## src/rtl/intc_pkg.sv

```systemverilog
// Shared types and reset contents for the interrupt level controller.
// Assumes 8-bit control registers with a fixed field layout.
package intc_pkg;

    localparam int LVL_W  = 3;
    localparam int RANK_W = 2;
    localparam int KEY_W  = LVL_W + RANK_W;
    localparam int BYTE_W = 8;
    localparam logic [BYTE_W-1:0] CTRL_KEEP = 8'h9F;

    // Control byte: vector source flag, two spare bits, level, rank.
    typedef struct packed {
        logic              av;
        logic [1:0]        spare;
        logic [LVL_W-1:0]  lvl;
        logic [RANK_W-1:0] rank;
    } ctrl_t;

    // Reset contents of the control register for source idx.
    function automatic ctrl_t ctrl_reset(input int idx);
        logic [BYTE_W-1:0] v;
        if (idx < 7)       v = 8'((idx + 1) * 4);
        else if (idx == 7) v = 8'h1C;
        else if (idx < 11) v = 8'h80;
        else               v = 8'h00;
        return ctrl_t'(v);
    endfunction

endpackage

```

## src/rtl/intc_regfile.sv

```systemverilog
// Control and mask registers with a byte-addressed access port.
// Assumes NUM_SRC < 2**ADDR_W - 2; the top two addresses hold the mask.
module intc_regfile
    import intc_pkg::*;
#(
    parameter int NUM_SRC = 13,
    parameter int ADDR_W  = 4,
    parameter int MASK_W  = 16
) (
    input  logic               clk,
    input  logic               rst_n,
    input  logic               wr_en,
    input  logic [ADDR_W-1:0]  addr,
    input  logic [BYTE_W-1:0]  wdata,
    output logic [BYTE_W-1:0]  rdata,
    output ctrl_t              ctrl_o [NUM_SRC],
    output logic [NUM_SRC-1:0] mask_o
);
    localparam logic [ADDR_W-1:0] MASK_LO = ADDR_W'((2 ** ADDR_W) - 2);
    localparam logic [ADDR_W-1:0] MASK_HI = ADDR_W'((2 ** ADDR_W) - 1);

    ctrl_t             ctrl_q [NUM_SRC];
    logic [MASK_W-1:0] mask_q;

    for (genvar g = 0; g < NUM_SRC; g++) begin : g_ctrl
        // Hold one control byte; spare bits are forced to zero.
        always_ff @(posedge clk) begin
            if (!rst_n)
                ctrl_q[g] <= ctrl_reset(g);
            else if (wr_en && addr == ADDR_W'(g))
                ctrl_q[g] <= ctrl_t'(wdata & CTRL_KEEP);
        end
        assign ctrl_o[g] = ctrl_q[g];
    end

    // Hold the mask, written one byte at a time.
    always_ff @(posedge clk) begin
        if (!rst_n)
            mask_q <= '1;
        else if (wr_en && addr == MASK_LO)
            mask_q[7:0] <= wdata;
        else if (wr_en && addr == MASK_HI)
            mask_q[15:8] <= wdata;
    end

    assign mask_o = mask_q[NUM_SRC-1:0];

    // Return the byte selected by addr.
    always_comb begin
        rdata = '0;
        for (int i = 0; i < NUM_SRC; i++)
            if (addr == ADDR_W'(i)) rdata = ctrl_q[i];
        if (addr == MASK_LO) rdata = mask_q[7:0];
        if (addr == MASK_HI) rdata = mask_q[15:8];
    end

    // spare bits of a control byte never read back as one.
    a_r2_spare_zero: assert property (@(posedge clk) disable iff (!rst_n)
        (int'(addr) < NUM_SRC) |-> (rdata[6:5] == 2'b00));

endmodule

```

## src/rtl/intc_pending.sv

```systemverilog
// Pending state per source: pulse-type sources latch rising edges and
// are released by clr; line-type sources follow their request.
// Assumes clr is one-hot and only names a pending source.
module intc_pending #(
    parameter int                 NUM_SRC  = 13,
    parameter logic [NUM_SRC-1:0] EDGE_SRC = 'h0300
) (
    input  logic               clk,
    input  logic               rst_n,
    input  logic [NUM_SRC-1:0] req,
    input  logic [NUM_SRC-1:0] clr,
    output logic [NUM_SRC-1:0] pend
);
    for (genvar g = 0; g < NUM_SRC; g++) begin : g_src
        if (EDGE_SRC[g]) begin : g_edge
            logic req_d;
            logic hold;
            // Latch a rising edge; release on acknowledge.
            always_ff @(posedge clk) begin
                if (!rst_n) begin
                    req_d <= 1'b0;
                    hold  <= 1'b0;
                end else begin
                    req_d <= req[g];
                    hold  <= (hold & ~clr[g]) | (req[g] & ~req_d);
                end
            end
            assign pend[g] = hold;

            // an acknowledge without a fresh edge leaves it idle.
            a_r9_edge_release: assert property (@(posedge clk) disable iff (!rst_n)
                (clr[g] && !(req[g] && !req_d)) |=> !pend[g]);
            // a rising request is pending on the next cycle.
            a_r9_edge_catch: assert property (@(posedge clk) disable iff (!rst_n)
                (req[g] && !req_d) |=> pend[g]);
        end else begin : g_line
            assign pend[g] = req[g];

            // a line-type source is only acknowledged while requesting.
            a_r9_line_clr_has_req: assert property (@(posedge clk) disable iff (!rst_n)
                clr[g] |-> req[g]);
        end
    end

endmodule

```

## src/rtl/intc_arbiter.sv

```systemverilog
// Picks the candidate with the largest key; ties go to the lowest index.
// Purely combinational; clk and rst_n serve the assertions only.
module intc_arbiter #(
    parameter int NUM_SRC = 13,
    parameter int KEY_W   = 5
) (
    input  logic               clk,
    input  logic               rst_n,
    input  logic [NUM_SRC-1:0] cand,
    input  logic [KEY_W-1:0]   key [NUM_SRC],
    output logic               found,
    output logic [NUM_SRC-1:0] win_onehot,
    output logic [KEY_W-1:0]   win_key
);
    localparam int IDX_W = $clog2(NUM_SRC);

    logic [IDX_W-1:0] win_idx;

    // Linear scan; strict compare keeps the earliest of equal keys.
    always_comb begin
        found   = 1'b0;
        win_key = '0;
        win_idx = '0;
        for (int i = 0; i < NUM_SRC; i++) begin
            if (cand[i] && (!found || key[i] > win_key)) begin
                found   = 1'b1;
                win_key = key[i];
                win_idx = IDX_W'(i);
            end
        end
        win_onehot = found ? (NUM_SRC'(1) << win_idx) : '0;
    end

    for (genvar g = 0; g < NUM_SRC; g++) begin : g_chk
        // no candidate outranks the winner.
        a_r5_winner_max: assert property (@(posedge clk) disable iff (!rst_n)
            cand[g] |-> (found && win_key >= key[g]));
        // equal keys resolve to the lowest index.
        a_r5_tie_low: assert property (@(posedge clk) disable iff (!rst_n)
            (cand[g] && key[g] == win_key) |-> (int'(win_idx) <= g));
    end

endmodule

```

## src/rtl/intc_ctrl.sv

```systemverilog
// Interrupt level controller top: registers, pending state, level
// arbitration and same-cycle acknowledge answer.
// Assumes the processor holds iack_level steady while iack_valid is high.
module intc_ctrl
    import intc_pkg::*;
#(
    parameter int                 NUM_SRC  = 13,
    parameter int                 ADDR_W   = 4,
    parameter logic [NUM_SRC-1:0] EDGE_SRC = 'h0300,
    parameter logic [7:0]         AV_BASE  = 8'd24
) (
    input  logic               clk,
    input  logic               rst_n,
    input  logic               reg_wr,
    input  logic [ADDR_W-1:0]  reg_addr,
    input  logic [7:0]         reg_wdata,
    output logic [7:0]         reg_rdata,
    input  logic [NUM_SRC-1:0] src_req,
    output logic [2:0]         ipl_o,
    input  logic               iack_valid,
    input  logic [2:0]         iack_level,
    output logic [7:0]         iack_vector,
    output logic               iack_autovec,
    output logic [NUM_SRC-1:0] iack_ext_sel
);
    ctrl_t              ctrl [NUM_SRC];
    logic [NUM_SRC-1:0] mask;
    logic [NUM_SRC-1:0] pend;
    logic [NUM_SRC-1:0] clr;
    logic [NUM_SRC-1:0] live;
    logic [NUM_SRC-1:0] at_lvl;
    logic [NUM_SRC-1:0] av_vec;
    logic [KEY_W-1:0]   key [NUM_SRC];

    logic               top_found;
    logic [NUM_SRC-1:0] top_onehot;
    logic [KEY_W-1:0]   top_key;
    logic               ack_found;
    logic [NUM_SRC-1:0] ack_onehot;
    logic [KEY_W-1:0]   ack_key;

    intc_regfile #(.NUM_SRC(NUM_SRC), .ADDR_W(ADDR_W)) u_regs (
        .clk(clk), .rst_n(rst_n), .wr_en(reg_wr), .addr(reg_addr),
        .wdata(reg_wdata), .rdata(reg_rdata), .ctrl_o(ctrl), .mask_o(mask)
    );

    intc_pending #(.NUM_SRC(NUM_SRC), .EDGE_SRC(EDGE_SRC)) u_pend (
        .clk(clk), .rst_n(rst_n), .req(src_req), .clr(clr), .pend(pend)
    );

    for (genvar g = 0; g < NUM_SRC; g++) begin : g_src
        assign live[g]   = pend[g] & ~mask[g] & (ctrl[g].lvl != '0);
        assign at_lvl[g] = live[g] & (ctrl[g].lvl == iack_level);
        assign key[g]    = {ctrl[g].lvl, ctrl[g].rank};
        assign av_vec[g] = ctrl[g].av;
    end

    intc_arbiter #(.NUM_SRC(NUM_SRC), .KEY_W(KEY_W)) u_top_arb (
        .clk(clk), .rst_n(rst_n), .cand(live), .key(key),
        .found(top_found), .win_onehot(top_onehot), .win_key(top_key)
    );

    intc_arbiter #(.NUM_SRC(NUM_SRC), .KEY_W(KEY_W)) u_ack_arb (
        .clk(clk), .rst_n(rst_n), .cand(at_lvl), .key(key),
        .found(ack_found), .win_onehot(ack_onehot), .win_key(ack_key)
    );

    assign ipl_o = top_found ? top_key[KEY_W-1:RANK_W] : '0;

    // Form the acknowledge answer and the release of the winner.
    always_comb begin
        iack_vector  = '0;
        iack_autovec = 1'b0;
        iack_ext_sel = '0;
        clr          = '0;
        if (iack_valid) begin
            if (!ack_found) begin
                iack_vector  = AV_BASE;
                iack_autovec = 1'b1;
            end else begin
                clr = ack_onehot;
                if (|(ack_onehot & av_vec)) begin
                    iack_vector  = AV_BASE + 8'(iack_level);
                    iack_autovec = 1'b1;
                end else begin
                    iack_ext_sel = ack_onehot;
                end
            end
        end
    end

    // a nonzero level always has exactly one source behind it.
    a_r4_level_owner: assert property (@(posedge clk) disable iff (!rst_n)
        (ipl_o != 3'd0) |-> $onehot(top_onehot));
    // an acknowledged source never sits above the requested level.
    a_r4_ack_below_ipl: assert property (@(posedge clk) disable iff (!rst_n)
        (iack_valid && ack_found) |-> (ipl_o >= iack_level));
    // the acknowledge winner sits at the acknowledged level.
    a_r5_ack_level: assert property (@(posedge clk) disable iff (!rst_n)
        ack_found |-> (ack_key[KEY_W-1:RANK_W] == iack_level));
    // at most one peripheral is told to supply a vector.
    a_r7_ext_onehot: assert property (@(posedge clk) disable iff (!rst_n)
        $onehot0(iack_ext_sel));
    // a peripheral select never comes with an internal vector.
    a_r7_ext_excl: assert property (@(posedge clk) disable iff (!rst_n)
        (|iack_ext_sel) |-> (!iack_autovec && iack_vector == 8'd0));

endmodule

```

## config.mk

```make
export PLATFORM = sky130hd
export DESIGN_NAME = intc_ctrl
export DESIGN_NICKNAME = d
export VERILOG_FILES = /design/src/rtl/intc_pkg.sv /design/src/rtl/intc_regfile.sv /design/src/rtl/intc_pending.sv /design/src/rtl/intc_arbiter.sv /design/src/rtl/intc_ctrl.sv
export SDC_FILE = /design/constraint.sdc
export NUM_CORES = 1
export LEC_CHECK = 0
export BUFFER_PORTS_ARGS = -buffer_cell sky130_fd_sc_hd__buf_2
export CAP_MARGIN = 5
export CORE_MARGIN = 2
export CORE_UTILIZATION = 63
export DETAILED_ROUTE_END_ITERATION = 10
export PLACE_DENSITY = 0.93
export SLEW_MARGIN = 20
export SYNTH_ARGS = -nofsm -noshare
export SYNTH_HDL_FRONTEND = slang
export SYNTH_SLANG_ARGS = --single-unit
export TNS_END_PERCENT = 100
```

## constraint.sdc

```tcl
create_clock -name clk -period 40.9 [get_ports clk]
set_clock_uncertainty 0.1 [all_clocks]
set_input_delay 6.135 -clock clk [delete_from_list [all_inputs] [get_ports clk]]
set_output_delay 6.135 -clock clk [all_outputs]
set_load 0.02 [all_outputs]
```

Word level (Yosys, flattened, before mapping)

Memory sizes are Yosys's and may differ from the RTL's.
Index checks and enable logic that the tools add are counted.
W data, S select, Z words.

Memory bits (writable): 78
Memories: 1
Output and inout bits: 33
Latch bits: 0
Memory bits (read-only): 0
Word-level logic and storage cells: 384
Flip-flop bits (word level): 20

Memories:

| memory        | words | bits a word | rd ports | clocked after memory_dff | write ports | line               | RTL |
|---|---|---|---|---|---|---|---|
| u_regs.ctrl_q | 13    | 6           | 13       | 0                        | 13          | intc_regfile.sv:22 | `ctrl_t ctrl_q [NUM_SRC];` |

Mux-type cells: 144
Shifts and indexed selects: 1
Divide/modulo/power cells: 0
Order comparisons: 24
Equal/unequal tests: 27
Bitwise gates (word level): 77
Add/sub/neg operators: 1
Multiply operators: 0
Reduce and logical (&&, ||, !) cells: 103

Operators by type and width:

| kind                   | count |
|---|---|
| $mux W5                | 25 |
| $gt A5 B5 Y1           | 24 |
| $mux W8                | 15 |
| $mux W6                | 16 |
| $mux W1                | 70 |
| $mux W13               | 4 |
| $and A1 B1 Y1          | 43 |
| $eq A3 B3 Y1           | 13 |
| $logic_and A1 B1 Y1    | 39 |
| $reduce_bool A3 Y1     | 13 |
| $eq A4 B4 Y1 const B   | 7 |
| $logic_not A1 Y1       | 24 |
| $logic_or A1 B1 Y1     | 24 |
| $mux W10               | 2 |
| $mux W4                | 5 |
| $not A1 Y1             | 18 |
| $eq A4 B3 Y1 const B   | 4 |
| $mux W3                | 5 |
| $or A1 B1 Y1           | 15 |
| $and A13 B13 Y13       | 1 |
| $reduce_or A13 Y1      | 1 |
| $shl A1 B4 Y13 const A | 1 |
| $eq A4 B2 Y1 const B   | 2 |
| $add A5 B3 Y6 const A  | 1 |
| other kinds (4)        | 5 |

Longest topological paths before layout

Word-level depth: 60
Mapped depth: 123

Cells and area by module

Synthesis repeated with hierarchy kept, for this count alone.

Cell total of the unflattened synthesis: 1,494
Area, all modules: 12,533.3 µm²

Modules (own cells, without submodules):

| module                    | seq. area each (µm²) | area each (µm²) | cells an instance | times used |
|---|---|---|---|---|
| intc_regfile              | 2,662.6              | 4,853.4         | 434               | 1 |
| intc_arbiter at u_top_arb | 0.0                  | 3,195.6         | 450               | 1 |
| intc_arbiter at u_ack_arb | 0.0                  | 3,156.8         | 448               | 1 |
| intc_ctrl                 | 0.0                  | 1,074.8         | 137               | 1 |
| intc_pending              | 80.1                 | 252.7           | 25                | 1 |

Least setup slack after synthesis

No wires, ideal clock.

Path kind: input to output
From: in iack_level[0]
To: out iack_vector[3]
Setup slack: 7.813 ns
Stages: 118
Path buffers: 7
Arrival time: 26.852 ns
Cell sequence: buf_2 xnor2_1 nand3_2 nor2_1 nand2_1 ha_1 and4_1 a2111oi_0 o211ai_1 nand2_1 mux2_2 inv_1 ha_1 nor2b_1 o211ai_1 a31oi_1 o21a_4 o32ai_4 [82 not listed] ha_1 nor2b_1 o21ai_0 nand2b_1 a21oi_1 nor2b_1 o22ai_1 a21oi_1 or2_2 or4_1 nor2_1 a32oi_1 o311ai_1 and4b_1 buf_4 buf_6 a21boi_1 buf_4

Cells in the longest elaborated chain, start to end: 58
Elaborated cells between the ends (all ways): 119

RTL lines:

| element                                                 | line               | RTL |
|---|---|---|
| start, declared                                         | intc_ctrl.sv:21    | `input logic [2:0] iack_level,` |
| $eq A3 B3 Y1                                            | intc_ctrl.sv:53    | `assign at_lvl[g] = live[g] & (ctrl[g].lvl == iack_level);` |
| $and A1 B1 Y1                                           | intc_ctrl.sv:53    |  |
| $mux W5 / $mux W1 (equally long branches)               | intc_arbiter.sv:25 | `if (cand[i] && (!found \|\| key[i] > win_key)) begin` |
| $gt A5 B5 Y1 / $logic_not A1 Y1 (equally long branches) | intc_arbiter.sv:25 |  |
| $logic_or A1 B1 Y1                                      | intc_arbiter.sv:25 |  |
| $logic_and A1 B1 Y1                                     | intc_arbiter.sv:25 |  |
| $mux W5 / $mux W1 (equally long branches)               | intc_arbiter.sv:25 |  |
| $gt A5 B5 Y1 / $logic_not A1 Y1 (equally long branches) | intc_arbiter.sv:25 |  |
| [42 not listed]                                         | n/a                |  |
| $mux W4                                                 | intc_arbiter.sv:25 |  |
| $shl A1 B4 Y13                                          | intc_arbiter.sv:31 | `win_onehot = found ? (NUM_SRC'(1) << win_idx) : '0;` |
| $mux W13                                                | intc_arbiter.sv:31 |  |
| $and A13 B13 Y13                                        | intc_ctrl.sv:82    | `if (\|(ack_onehot & av_vec)) begin` |
| $reduce_or A13 Y1                                       | intc_ctrl.sv:82    |  |
| $mux W6                                                 | intc_ctrl.sv:82    |  |
| $mux W6 *                                               | intc_ctrl.sv:77    | `if (!ack_found) begin` |
| $mux W6 *                                               | intc_ctrl.sv:76    | `if (iack_valid) begin` |
| end, declared                                           | intc_ctrl.sv:22    | `output logic [7:0] iack_vector,` |

Every way passes the cells marked *; elsewhere a longest branch is shown, timed or not.

Final worst setup path

From: in iack_level[2]
To: out iack_vector[3]

Same word-level chain as after synthesis.

==> results.py <==
metrics = {
    "worst_setup_path": {
        "crit_path_end_kind": "output port",
        "reg2reg_to": "u_pend.g_src[9].g_edge.hold",
        "cp.arrival_ps": 30240,
        "worstSetupStartpoint": "iack_level[2]",
        "rr_startpoint": "u_regs.ctrl_q[0][3]",
        "worstPathRequired_ps": 34670,
        "critPathMaxFanout": 17,
        "crit_path_start_kind": "primary input",
        "critical-path-slowest-cell": "a21oi_1",
        "cp_slowest_stage_delay_ps": 530,
        "reg2reg_slack_ps": 17150,
        "path_class": "in -> out",
        "cpMostUsedCell": "ha_1",
        "r2r_cells": 108,
    },
    "grt": {
        "grt_pass1_vias": 9733,
        "antenna_found_initial": 1,
        "grt_pass1_wl_um": 51400,
        "grt_overflow_total": 0,
        "grt.total_usage": 0.361,
        "grt_start_max_net_pins": 36,
    },
    "synth": {
        "yosysSeqAreaShare": 0.256,
        "syn_inst": 1261,
        "yosysTopAreaCell": "edfxtp_1",
        "synth_common_cells": "nand2_1 (131), ha_1 (115), inv_1 (98)",
        "yosys_warnings": 0,
        "async_reset_ff_frac": 0,
        "postSynthAreaPerCell_um2": 8.50,
        "netlist_area_um2": 10700,
        "synth_top_area_frac": 0.219,
        "yosys-top-cells-area": "edfxtp_1 (22%), ha_1 (13%), mux2_2 (5.4%)",
        "synth-edff-count": 78,
        "yosysUniqueCellTypes": 89,
        "synth_most_common_cell": "nand2_1",
        "ys_ff_latch": 98,
        "synth_ff_type": "edfxtp_1",
    },
    "sta": {
        "min_period_ps": 36470,
        "finalHoldViolations": 0,
        "slew-limit-headroom": 0.365,
        "setup_viol": 0,
        "fmax_mhz": 27.4,
        "tightest_slew_ps": 940,
        "period_share": 0.892,
        "rsz0062_at_grt": "false",
        "finalMaxSlewViolations": 0,
        "fin_tns_setup_ps": 0,
    },
    "min_path": {
        "whs_path_depth": 2,
        "min_to": "u_regs.mask_q[14]",
        "min_from": "u_regs.mask_q[14]",
        "hold_class": "reg -> reg",
    },
    "flow_run": {
        "max_cap_violations": 0,
    },
    "clocking": {
        "ctsHoldBuffers": 0,
        "clk_pin_slew_ps": 70,
        "clockRootBuffer": "clkbuf_16",
        "cts_sinks": 98,
        "post_cts_buffers": 0,
        "cts_tree": "built",
        "cts_made_buffers": 9,
        "worstSkewPairLatency_ps": 340,
        "cts_buffer_depth": 2,
        "ctsResizeCount": 0,
        "cts_htree_levels": 3,
    },
    "drt": {
        "vias_per_cell": 6.76,
        "route.detailed.drc": 0,
        "dr.pass1.iters": 7,
        "final_antenna_net_count": 0,
        "avgRoutedWirePerCell_um": 21.5,
        "num_vias": 10200,
        "drt_first_iter_violations": 1391,
        "wl_um": 32500,
    },
    "pwr": {
        "p_leak_uw": 0.00476,
        "peakVddDrop_mv": 0.0360,
        "power_density_nw_per_um2": 23.6,
    },
    "placed_design": {
        "place_hpwl_um": 25500,
        "routabilityCongestion": 1.04,
        "placedCellCount": 1498,
        "numPortBuffers": 61,
    },
    "finish": {
        "n_fill_cell": 1293,
        "drive_gt1_frac": 0.129,
        "syn2layout_area_growth_pct": 5.82,
        "nets": 1436,
        "final_cells": 1515,
    },
    "floorplanning": {
        "core_area_um2": 16600,
        "fp.dieW_um": 134,
        "die_y_um": 134,
        "pin_count": 65,
        "row_count": 47,
        "die-area_um2": 18100,
        "start_util": 0.646,
    },
    "status": {
        "outcome": "finished, final reports clean",
    },
}
[worst max path at each step]
stage                endpoint  cells after the start
2_1_floorplan  iack_vector[3]                    118
3_3_place_gp   iack_vector[4]                    114
3_5_place_dp   iack_vector[3]                    114
4_1_cts        iack_vector[3]                    114
5_1_grt        iack_vector[3]                    113
6_report       iack_vector[3]                    114
[cells by family (layout without fill, tap and decap cells)]
logic type	count (synthesis)	after routing	synth area share
and+or+nand+nor	515	515	0.255
AOI/OAI and AO/OA	262	262	0.176
buffers and inverters	145	176	0.0582
adders and majority gates	115	115	0.134
DFF	98	98	0.256
muxes	85	85	0.0877
xor gates and xnor gates	40	40	0.0327
other	1	4	0.000350
[metal layers]
layer / wire length (µm) / part of all wire / GRT usage
met5: 0 / 0 / 0
met4: 1500 / 0.046 / 0.143
met3: 4400 / 0.14 / 0.0692
met2: 14100 / 0.43 / 0.562
met1: 12500 / 0.38 / 0.495
[critical path: cells and delay by family]
kind	cells	cell delay [ps]
adder cells (fa/ha/maj)	12	3470
buffers and inverters	9	1530
XOR/XNOR	1	190
multiplexers	8	2950
AND/OR/NAND/NOR	31	5310
AO/OA/AOI/OAI	53	10600
[power by group]
group | switching [µW] | internal (µW) | leakage, µW
Combinational | 36.7 | 25.4 | 0.00370
Clock | 38.1 | 42.3 | 0.000139
Sequential | 11.9 | 113 | 0.000919
Total | 86.7 | 181 | 0.00476
[registers in the layout, indices dropped and copies added, names as in the netlist]
register                   cells
u_regs.ctrl_q                 78
u_pend.g_src.g_edge.req_d      2
u_regs.mask_q                 16
u_pend.g_src.g_edge.hold       2
[layout make-up]
class	count	area [µm²]	share of cell area
Multi-Input combinational cell	1020	7360	0.649
Sequential cell	98	2740	0.242
Inverter	99	372	0.0328
Timing Repair Buffer	61	305	0.0269
Tap cell	220	275	0.0243
Clock buffer	9	225	0.0199
Clock inverter	7	58.8	0.00519
Antenna cell	1	2.50	0.000221
[metrics by stage]
| stage | instance area, µm² | hold WS (ps) | util | setup slack, ps | total power (µW) |
|---|---|---|---|---|---|
| 4_1_cts | 11300 | 376 | 0.683 | 5010 | 264 |
| 3_5_place_dp | 11100 | 358 | 0.666 | 5110 | 186 |
| 3_3_place_gp | 11100 | 353 | 0.666 | 6110 | 183 |
| 2_1_floorplan | 10700 | 340 | - | 7810 | 166 |
| 6_report | 11300 | 378 | 0.684 | 4430 | 268 |
| 5_1_grt | 11300 | 405 | 0.684 | 2870 | 277 |
[cell usage in the layout (no fill, tap or decap), types with 49 or more instances in the layout]
master,count
mux2_2,51
buf_2,61
nor2_1,67
and2_1,73
edfxtp_1,78
o21ai_0,49
nand2_1,131
inv_1,98
nand3_1,50
ha_1,115
Power figures use the tool's default switching activity.
